### src/rtl/clk_lock_rst_seq.sv
module clk_lock_rst_seq #(
  parameter int N_SYNTH        = 3,
  parameter int REF_STABLE_CYC = 20,
  parameter int LOCK_FILT_CYC  = 8,
  parameter int TIMEOUT_CYC    = 40,
  parameter bit USE_TIMEOUT    = 1'b0,
  parameter bit CHAINED        = 1'b0
) (
  input  logic               ref_clk,
  input  logic               ext_rst_n,
  input  logic [N_SYNTH-1:0] lock_in,
  output logic [N_SYNTH-1:0] synth_rst,
  output logic               sys_rst
);

  localparam int RW = $clog2(REF_STABLE_CYC + 1);
  localparam int FW = $clog2(LOCK_FILT_CYC + 1);
  localparam int TW = $clog2(TIMEOUT_CYC + 1);
  localparam logic [RW-1:0] REF_LAST  = RW'(REF_STABLE_CYC - 1);
  localparam logic [FW-1:0] FILT_LAST = FW'(LOCK_FILT_CYC - 1);
  localparam logic [TW-1:0] TO_LAST   = TW'(TIMEOUT_CYC - 1);

  logic [1:0]         rst_sync;
  logic               rst_i;
  logic [RW-1:0]      ref_cnt;
  logic               ref_done;
  logic [N_SYNTH-1:0] lock_m, lock_s, filt_ok;
  logic               all_ok;

  always_ff @(posedge ref_clk or negedge ext_rst_n)
    if (!ext_rst_n) rst_sync <= 2'b00;
    else            rst_sync <= {rst_sync[0], 1'b1};

  assign rst_i = ~rst_sync[1];

  always_ff @(posedge ref_clk or posedge rst_i)
    if (rst_i) begin
      ref_cnt  <= '0;
      ref_done <= 1'b0;
    end else if (!ref_done) begin
      if (ref_cnt == REF_LAST) ref_done <= 1'b1;
      else                     ref_cnt  <= ref_cnt + 1'b1;
    end

  always_ff @(posedge ref_clk or posedge rst_i)
    if (rst_i) begin
      lock_m <= '0;
      lock_s <= '0;
    end else begin
      lock_m <= lock_in;
      lock_s <= lock_m;
    end

  for (genvar i = 0; i < N_SYNTH; i++) begin : g_filt
    logic [FW-1:0] cnt;
    always_ff @(posedge ref_clk or posedge rst_i)
      if (rst_i) begin
        cnt        <= '0;
        filt_ok[i] <= 1'b0;
      end else if (!ref_done || !lock_s[i]) begin
        cnt        <= '0;
        filt_ok[i] <= 1'b0;
      end else if (!filt_ok[i]) begin
        if (cnt == FILT_LAST) filt_ok[i] <= 1'b1;
        else                  cnt        <= cnt + 1'b1;
      end
  end

  assign all_ok = &filt_ok;

  for (genvar i = 0; i < N_SYNTH; i++) begin : g_srst
    if (i == 0 || !CHAINED) begin : g_drv
      assign synth_rst[i] = ~ref_done;
    end else begin : g_chain
      assign synth_rst[i] = 1'b0;
    end
  end

  if (USE_TIMEOUT) begin : g_tmo
    logic [TW-1:0] to_cnt;
    logic          to_done;
    always_ff @(posedge ref_clk or posedge rst_i)
      if (rst_i) begin
        to_cnt  <= '0;
        to_done <= 1'b0;
      end else if (ref_done && !to_done) begin
        if (to_cnt == TO_LAST) to_done <= 1'b1;
        else                   to_cnt  <= to_cnt + 1'b1;
      end
    assign sys_rst = ~to_done;
  end else begin : g_lck
    assign sys_rst = ~(ref_done & all_ok);
  end

  AST_SYS_COVERS_SYNTH: assert property (@(posedge ref_clk) disable iff (rst_i)
    synth_rst[0] |-> sys_rst);
  AST_SYNTH_ONE_WAY: assert property (@(posedge ref_clk) disable iff (rst_i)
    !synth_rst[0] |=> !synth_rst[0]);
  AST_RELEASE_NEEDS_LOCK: assert property (@(posedge ref_clk) disable iff (rst_i)
    $fell(sys_rst) |-> (USE_TIMEOUT || $past(&lock_s)));
  AST_DROP_REASSERTS: assert property (@(posedge ref_clk) disable iff (rst_i)
    (!USE_TIMEOUT && !(&lock_s)) |=> sys_rst);
  AST_TIMEOUT_HOLDS: assert property (@(posedge ref_clk) disable iff (rst_i)
    (USE_TIMEOUT && !sys_rst) |=> !sys_rst);

endmodule

### config.mk
export PLATFORM = sky130hd
export DESIGN_NAME = clk_lock_rst_seq
export DESIGN_NICKNAME = d
export VERILOG_FILES = /design/src/rtl/clk_lock_rst_seq.sv
export SDC_FILE = /design/constraint.sdc
export NUM_CORES = 1
export LEC_CHECK = 0
export ABC_AREA = 1
export BUFFER_PORTS_ARGS = -buffer_cell sky130_fd_sc_hd__buf_2
export CAP_MARGIN = 20
export CORE_UTILIZATION = 39
export DETAILED_ROUTE_END_ITERATION = 10
export HOLD_SLACK_MARGIN = 0.02
export PLACE_DENSITY = 0.63
export SYNTH_ARGS = -nofsm -noshare
export SYNTH_HDL_FRONTEND = slang
export SYNTH_SLANG_ARGS = --single-unit
### constraint.sdc
create_clock -name ref_clk -period 2 [get_ports ref_clk]
set_clock_uncertainty 0.15 [all_clocks]
set_input_delay 0.3 -clock ref_clk [delete_from_list [all_inputs] [get_ports ref_clk]]
set_output_delay 0.3 -clock ref_clk [all_outputs]
set_load 0.005 [all_outputs]
==> results of run 1 <==
-- area by class of cell --
type	count	area (sq um)	share of cell area [%]
Tap cell	44	55.1	3.79
Inverter	15	56.3	3.88
Timing Repair Buffer	13	87.6	6.03
Clock inverter	1	5.00	0.345
Multi-Input combinational cell	91	458	31.5
Sequential cell	29	726	50.0
Clock buffer	7	65.1	4.48
-- cell usage in the layout, fill, tap and decap left out --
cell type      count
xnor2_1            2
clkinv_2           1
conb_1             1
ha_1               4
dfrtp_1           29
nand2_2            1
nor2_1             8
clkbuf_8           2
xor2_1             1
nand3_1            6
buf_2              8
nor3_1             2
buf_4              1
nand2_1           44
o21ai_0            3
nor2_4             1
clkbuf_4           5
nor3_2             1
nor2_2             4
inv_1             15
a21oi_1            5
dlygate4sd3_1      4
nand4_1            8
-- state kept, by name, indices dropped and copies added (netlist names) --
name and flops:
ref_cnt 5, filt_ok 3, ref_done 1, lock_s 3
lock_m 3, rst_sync 2, g_filt.cnt 12
-- cell usage after synthesis (all sizes together) --
library cell | count | share of area (%)
conb | 1 | 0.30
xor2 | 1 | 0.70
nor3 | 3 | 1.6
a21oi | 5 | 2.0
nand3 | 6 | 2.4
xnor2 | 2 | 1.4
inv | 15 | 4.5
dfrtp | 29 | 58
o21ai | 3 | 1.2
nand2 | 45 | 14
nand4 | 8 | 4.0
nor2 | 13 | 5.3
ha | 4 | 4.0
buf | 2 | 1.2
-- worst max path at each step --
stage | from | endpoint | slack (ns) | cells after the start
floorplan | g_filt[1].cnt[0] | g_filt[1].cnt[3] | 0.68 | 7
global placement | g_filt[1].cnt[0] | g_filt[1].cnt[3] | 0.59 | 7
detailed placement | g_filt[1].cnt[0] | g_filt[1].cnt[0] | 0.54 | 7
CTS | ref_done | synth_rst[0] | 0.42 | 2
global route | ref_done | synth_rst[1] | 0.35 | 2
finish | ref_done | synth_rst[0] | 0.46 | 2
-- logic make-up after synthesis --
kind of cell | count (synthesis)
other cells | 1
flops | 29
buf+inv | 17
xor+xnor | 3
simple gates | 75
fa+ha+maj | 4
compound gates | 8
-- where the power goes --
group          internal [mW]  switching (mW)
logic                 0.0269          0.0361
registers              0.611          0.0214
clock network          0.203           0.192
-- layer usage --
| metal | GRT usage, % | vias to the layer above | part of all wire [%] |
|---|---|---|---|
| met5 | 0 | - | 0 |
| met4 | 8.16 | 0 | 2.2 |
| met3 | 6.15 | 4 | 3.1 |
| met2 | 24.7 | 16 | 48 |
| met1 | 16.9 | 426 | 46 |
| li1 | - | 473 | - |
-- repair_timing --
action                     in CTS  in global routing
setup endpoints to repair       0                  0
hold buffers                    4                  0
setup buffers                   0                  0
hold endpoints to repair        5                  0
-- through the flow --
step / utilization [%] / setup WS, ns
final: 47.6 / 0.459
after global routing: 47.6 / 0.350
after CTS: 47.6 / 0.420
after detailed placement: 44.0 / 0.538
after floorplan: - / 0.682
after global placement: 44.0 / 0.593
==> metrics.md, run 1 <==
| Metric | Value |
|---|---|
| Die area | 0.00345 sq mm |
| Setup TNS | 0 ns |
| GR Util All Layers | 15.1% |
| CTS Buffer Depth | 2 |
| Max incr delay on CP | 0.49 ns |
| Die Y | 58.7 um |
| Fmax | 0.649 GHz |
| CP top delay family | flip-flops |
| Seq/Total Area, Yosys | 57.8% |
| CP startpoint kind | register |
| Buf/Inv on CP | 2 |
| Period minus WS final | 1.54 ns |
| Final Non-Filler Cells | 200 |
| Ports | 9 |
| Final Instance Area | 0.00145 sq mm |
| Total CTS buffers | 5 |
| Routability Congestion | 0.742 |
| Post-CTS sizing | 0 |
| Port bufs | 8 |
| Core area | 0.00305 sq mm |
| CP Data Arrival Time | 1.09 ns |
| Post-Synth Adder-Cell Area | 3.99% |
| Vias | 919 |
| Layout cell share with drive strength beyond 1 | 15.4% |
| GRT overflow | 0 |
| # setup viols final | 0 |
| Final Net Count | 164 |
| Layout area overhead | 15.8% |
| DR DRC count | 0 |
| Capturing point of the worst reg2reg path | g_filt[1].cnt[0] |
| Synthesized area per cell | 9.16 sq um |
| Largest family of logic cells by synthesized area | simple AND/OR/NAND/NOR gates |
| Layout fillers | 307 |
| Clock root buffer master | clkbuf_4 |
| Starting Density | 41.1% |
| Worst vdd ir | 0.457 mV |
| Netlist cell types | 18 |
| R2r startpoint | g_filt[1].cnt[0] |
| Pwr Total | 1.09 mW |
| Max FO, Critical Path | 7 |
| Leak pwr | 0.756 nW |
| Die X | 58.7 um |
| First-pass DRT Iterations | 4 |
| Post-DP Area | 0.00134 sq mm |
| Largest net degree at the start of global routing | 28 |
| Clock Sinks | 29 |
| FF-to-FF setup slack | 0.53 ns |
| Clock latency on the worst-skew pair | 0.32 ns |
| Worst EP required | 1.55 ns |
| Vias per inst | 4.60 |
| Fraction of the mapped netlist area in compound gates | 3.19% |
| Crit Path Class | reg -> out |
| Yosys warning count | 0 |
| Cells along the critical path | inv_1 > buf_2 |
| R2R cell count | 7 |
| Vias in the first global route | 928 |
| Site Rows | 20 |
| Mux share of post-synthesis cell area | 0% |
| Inst Count DP | 188 |
| Final wirelength | 2040 um |
| First-pass GRT wire length | 3730 um |
| Status | complete, no violations |
| #FFs+latches synth | 29 |
| Wirelength per Cell | 10.2 um |
| Drt initial violations | 9 |
| Post-DRT Antenna Nets | 0 |
| Hold Path Class | reg -> async |
| Post-Synth XOR/XNOR Area | 2.09% |
| Inserted Diodes | 0 |
| Hold slack final | 0.0743 ns |
| Mapped Nets | 146 |
| Cell at the slowest stage of the critical path | dfrtp_1 |
| Fin crit share | 77.0% |
| H-tree lvl count | 2 |
| CTS tree | built |
| Final count of hold timing violations | 0 |
| Dpl hpwl | 1470 um |
| Synth Instances | 137 |
| Mapped cell area | 0.00125 sq mm |
| Max-slew violation total from the final report | 0 |
| Initial antenna violation count | 0 |
| Nature of the critical path endpoint | output pin |
| Worst-path clk slew | 0.09 ns |
| Max Cap Viol | 0 |
| Power Density | 751 mW/mm^2 |
| RSZ-0062 raised after global routing | no |
| Post-synthesis simple-gate area fraction | 26.9% |
No activity file was read; power rests on OpenSTA's default activity.
==> run 2: changes to the inputs <==
- ABC_AREA: 1 -> 0
- clock period: 2 -> 1.5 ns (I/O delays scaled with it)
==> run 2 against run 1 <==
Against the previous run:
- critical path depth increased by 2
- synthesized area shrank 3.1%
- power is 31% higher
- sequential share of layout area down 3.2 points
- worst hold slack improved by 0.0033 ns
- via count is 4.7% lower
- highest routed layer unchanged
- core utilization increased by 6.9 points
- non-clock buffer count increased by 17
- design area rose by 7.1%
- sequential cell count unchanged
==> metrics.md, run 2 <==
| Metric | Value |
|---|---|
| Cells along the critical path | ha_2 > nand2_2 > o31ai_4 > mux2_4 |
| Clock Sinks | 29 |
| Top-area cell type share of the netlist area | 59.7% |
| Buf/Inv on CP | 0 |
| Top cells by area, synth | dfrtp_1, ha_1, a21oi_1 |
| First-pass DRT Iterations | 4 |
| Clock latency on the worst-skew pair | 0.31 ns |
| Most frequent cells in the layout | dfrtp_1, buf_4, nand3_1, buf_2 |
| Inserted Diodes | 0 |
| Hold slack final | 0.0776 ns |
| Seq/Total Area, Yosys | 59.7% |
| Post-synth ARST share | 100% |
| Largest register by flop count | g_filt.cnt |
| Leak pwr | 0.732 nW |
| FF/Latch Area | 727 sq um |
| Core area | 0.00285 sq mm |
| Status | complete, no violations |
| Netlist cell types | 23 |
| CP Data Arrival Time | 1.53 ns |
| Layout area overhead | 27.9% |
| Vias in the first global route | 844 |
| Ports | 9 |
| Most common cell after layout, fill and taps aside | dfrtp_1 |
| Final wirelength | 2120 um |
| Max FO, Critical Path | 2 |
| Final count of hold timing violations | 0 |
| Hold Path Class | in -> async |
| Yosys warning count | 0 |
| Starting Density | 42.6% |
| First-pass GRT wire length | 3530 um |
| Most common cell in the netlist | dfrtp_1 |
| Crit Path Class | reg -> reg |
| Period minus WS final | 1.49 ns |
| Footprint of the multi-input gates | 497 sq um |
| Max FFs per register | 12 |
| CP top delay family | flip-flops |
| Cell at the slowest stage of the critical path | dfrtp_1 |
| Clock root buffer master | clkbuf_4 |
| Mapped cell area | 0.00122 sq mm |
| Port bufs | 8 |
| Setup TNS | 0 ns |
| # setup viols final | 0 |
| DR DRC count | 0 |
| Post-DRT Antenna Nets | 0 |
| Top_reg_cell synth | dfrtp_1 |
| Vias per inst | 5.15 |
| Drt initial violations | 19 |
| Wirelength per Cell | 12.4 um |
| Nature of the critical path endpoint | register |
| CP startpoint kind | register |
| Die Y | 57.8 um |
| Inst Count DP | 151 |
| Die X | 57.8 um |
| Dominant cell type by area after synthesis | dfrtp_1 |
| GRT overflow | 0 |
| Post-synth EDFFs | 0 |
| Fmax | 0.673 GHz |
| Die area | 0.00335 sq mm |
| GR Util All Layers | 14.4% |
| RSZ-0062 raised after global routing | yes |
| Synth Instances | 105 |
| Site Rows | 19 |
| Fin crit share | 99.1% |
| Max-slew violation total from the final report | 0 |
| Power Density | 916 mW/mm^2 |
| Routability Congestion | 0.822 |
| Layout fillers | 247 |
| Largest regs | g_filt.cnt: 12 flops, ref_cnt: 5 flops |
| Max Cap Viol | 0 |
| Total CTS buffers | 5 |
| #FFs+latches synth | 29 |
| Dpl hpwl | 1410 um |
| Layout cell share with drive strength beyond 1 | 35.3% |
| Final Net Count | 148 |
| Worst-path clk slew | 0.09 ns |
| Utilization after layout | 54.5% |
| Most frequent cells after synthesis | dfrtp_1, a21oi_1, nand3_1 |
| CTS Buffer Depth | 2 |
| Final Non-Filler Cells | 170 |
| Synthesized area per cell | 11.6 sq um |
| CTS tree | built |
| Max incr delay on CP | 0.38 ns |
| Worst EP required | 1.54 ns |
| Worst vdd ir | 0.530 mV |
| Largest net degree at the start of global routing | 28 |
| H-tree lvl count | 2 |
| Vias | 876 |
| Mapped Nets | 114 |
| Initial antenna violation count | 0 |
[run 2: cell count changes after synthesis, sizes merged, moves of 3 or more]
cell,before,now
or3,0,6
mux2i,0,3
nand2,45,7
nand4,8,1
inv,15,5
and4,0,3
and3b,0,3
nand4b,0,3
nor2,13,6
a21oi,5,9
[run 2: area by class of cell]
| class | count | share of cell area [%] |
|---|---|---|
| inverters | 5 | 1.21 |
| multi-input cells | 68 | 31.9 |
| repair buffers | 30 | 14.1 |
| clock buffers | 7 | 3.54 |
| flip-flops and latches | 29 | 46.7 |
| well taps | 31 | 2.49 |
[run 2: final timing paths]
path,from,end,slack (ns),cells past startpoint
min in group ref_clk,lock_m[0],lock_s[0],0.20,0
max in group asynchronous,rst_sync[1],ref_done,0.85,1
worst min-delay path,ext_rst_n,rst_sync[1],0.08,2
worst max-delay path,ref_cnt[0],ref_cnt[1],0.01,4
worst max register to register,ref_cnt[0],ref_cnt[1],0.01,4
worst min register to register,rst_sync[1],ref_cnt[0],0.08,1
[run 2: per-stage QoR]
stage	area, sq um	total power [mW]	setup slack [ns]
2_1_floorplan	1220	0.905	0.0186
3_3_place_gp	1350	0.948	0.0299
3_5_place_dp	1350	0.951	-0.00203
4_1_cts	1470	1.42	0.00733
5_1_grt	1560	1.49	-0.0385
6_report	1560	1.42	0.0137
[run 2: power by group]
group          leakage, nW  switching [mW]  internal, mW
clock network       0.0314           0.238         0.221
logic                0.343          0.0570        0.0701
registers            0.358          0.0240         0.814
[run 2: worst register-to-register path, stage by stage (launching register included)]
cell	delay [ns]
dfrtp_1	0.38
ha_2	0.19
nand2_2	0.07
o31ai_4	0.26
mux2_4	0.32
[run 2: per-layer routing]
| layer | up-vias | track usage, % | part of all wire (%) |
|---|---|---|---|
| met3 | 5 | 4.24 | 3.3 |
| met5 | - | 0 | 0 |
| met4 | 0 | 8.84 | 1.5 |
| met1 | 423 | 17.1 | 46 |
| li1 | 434 | - | - |
| met2 | 14 | 23.2 | 49 |
[run 2: cells by family after synthesis]
| family | Yosys count | share of synthesized area (%) |
|---|---|---|
| xor gates and xnor gates | 3 | 2.16 |
| buffers and inverters | 8 | 3.19 |
| and+or+nand+nor | 41 | 19.4 |
| muxes | 4 | 3.40 |
| AOI/OAI and AO/OA | 15 | 7.72 |
| adders and majority gates | 4 | 4.12 |
| other | 1 | 0.308 |
| DFF | 29 | 59.7 |
[run 2: repair_timing]
action | CTS | global route
hold buffers | 4 | 0
gates cloned | 0 | 0
buffers inserted | 1 | 7
setup endpoints to repair | 4 | 9
endpoints found under the hold margin | 5 | 0
pin swaps | 1 | 8
gates resized for setup | 5 | 10
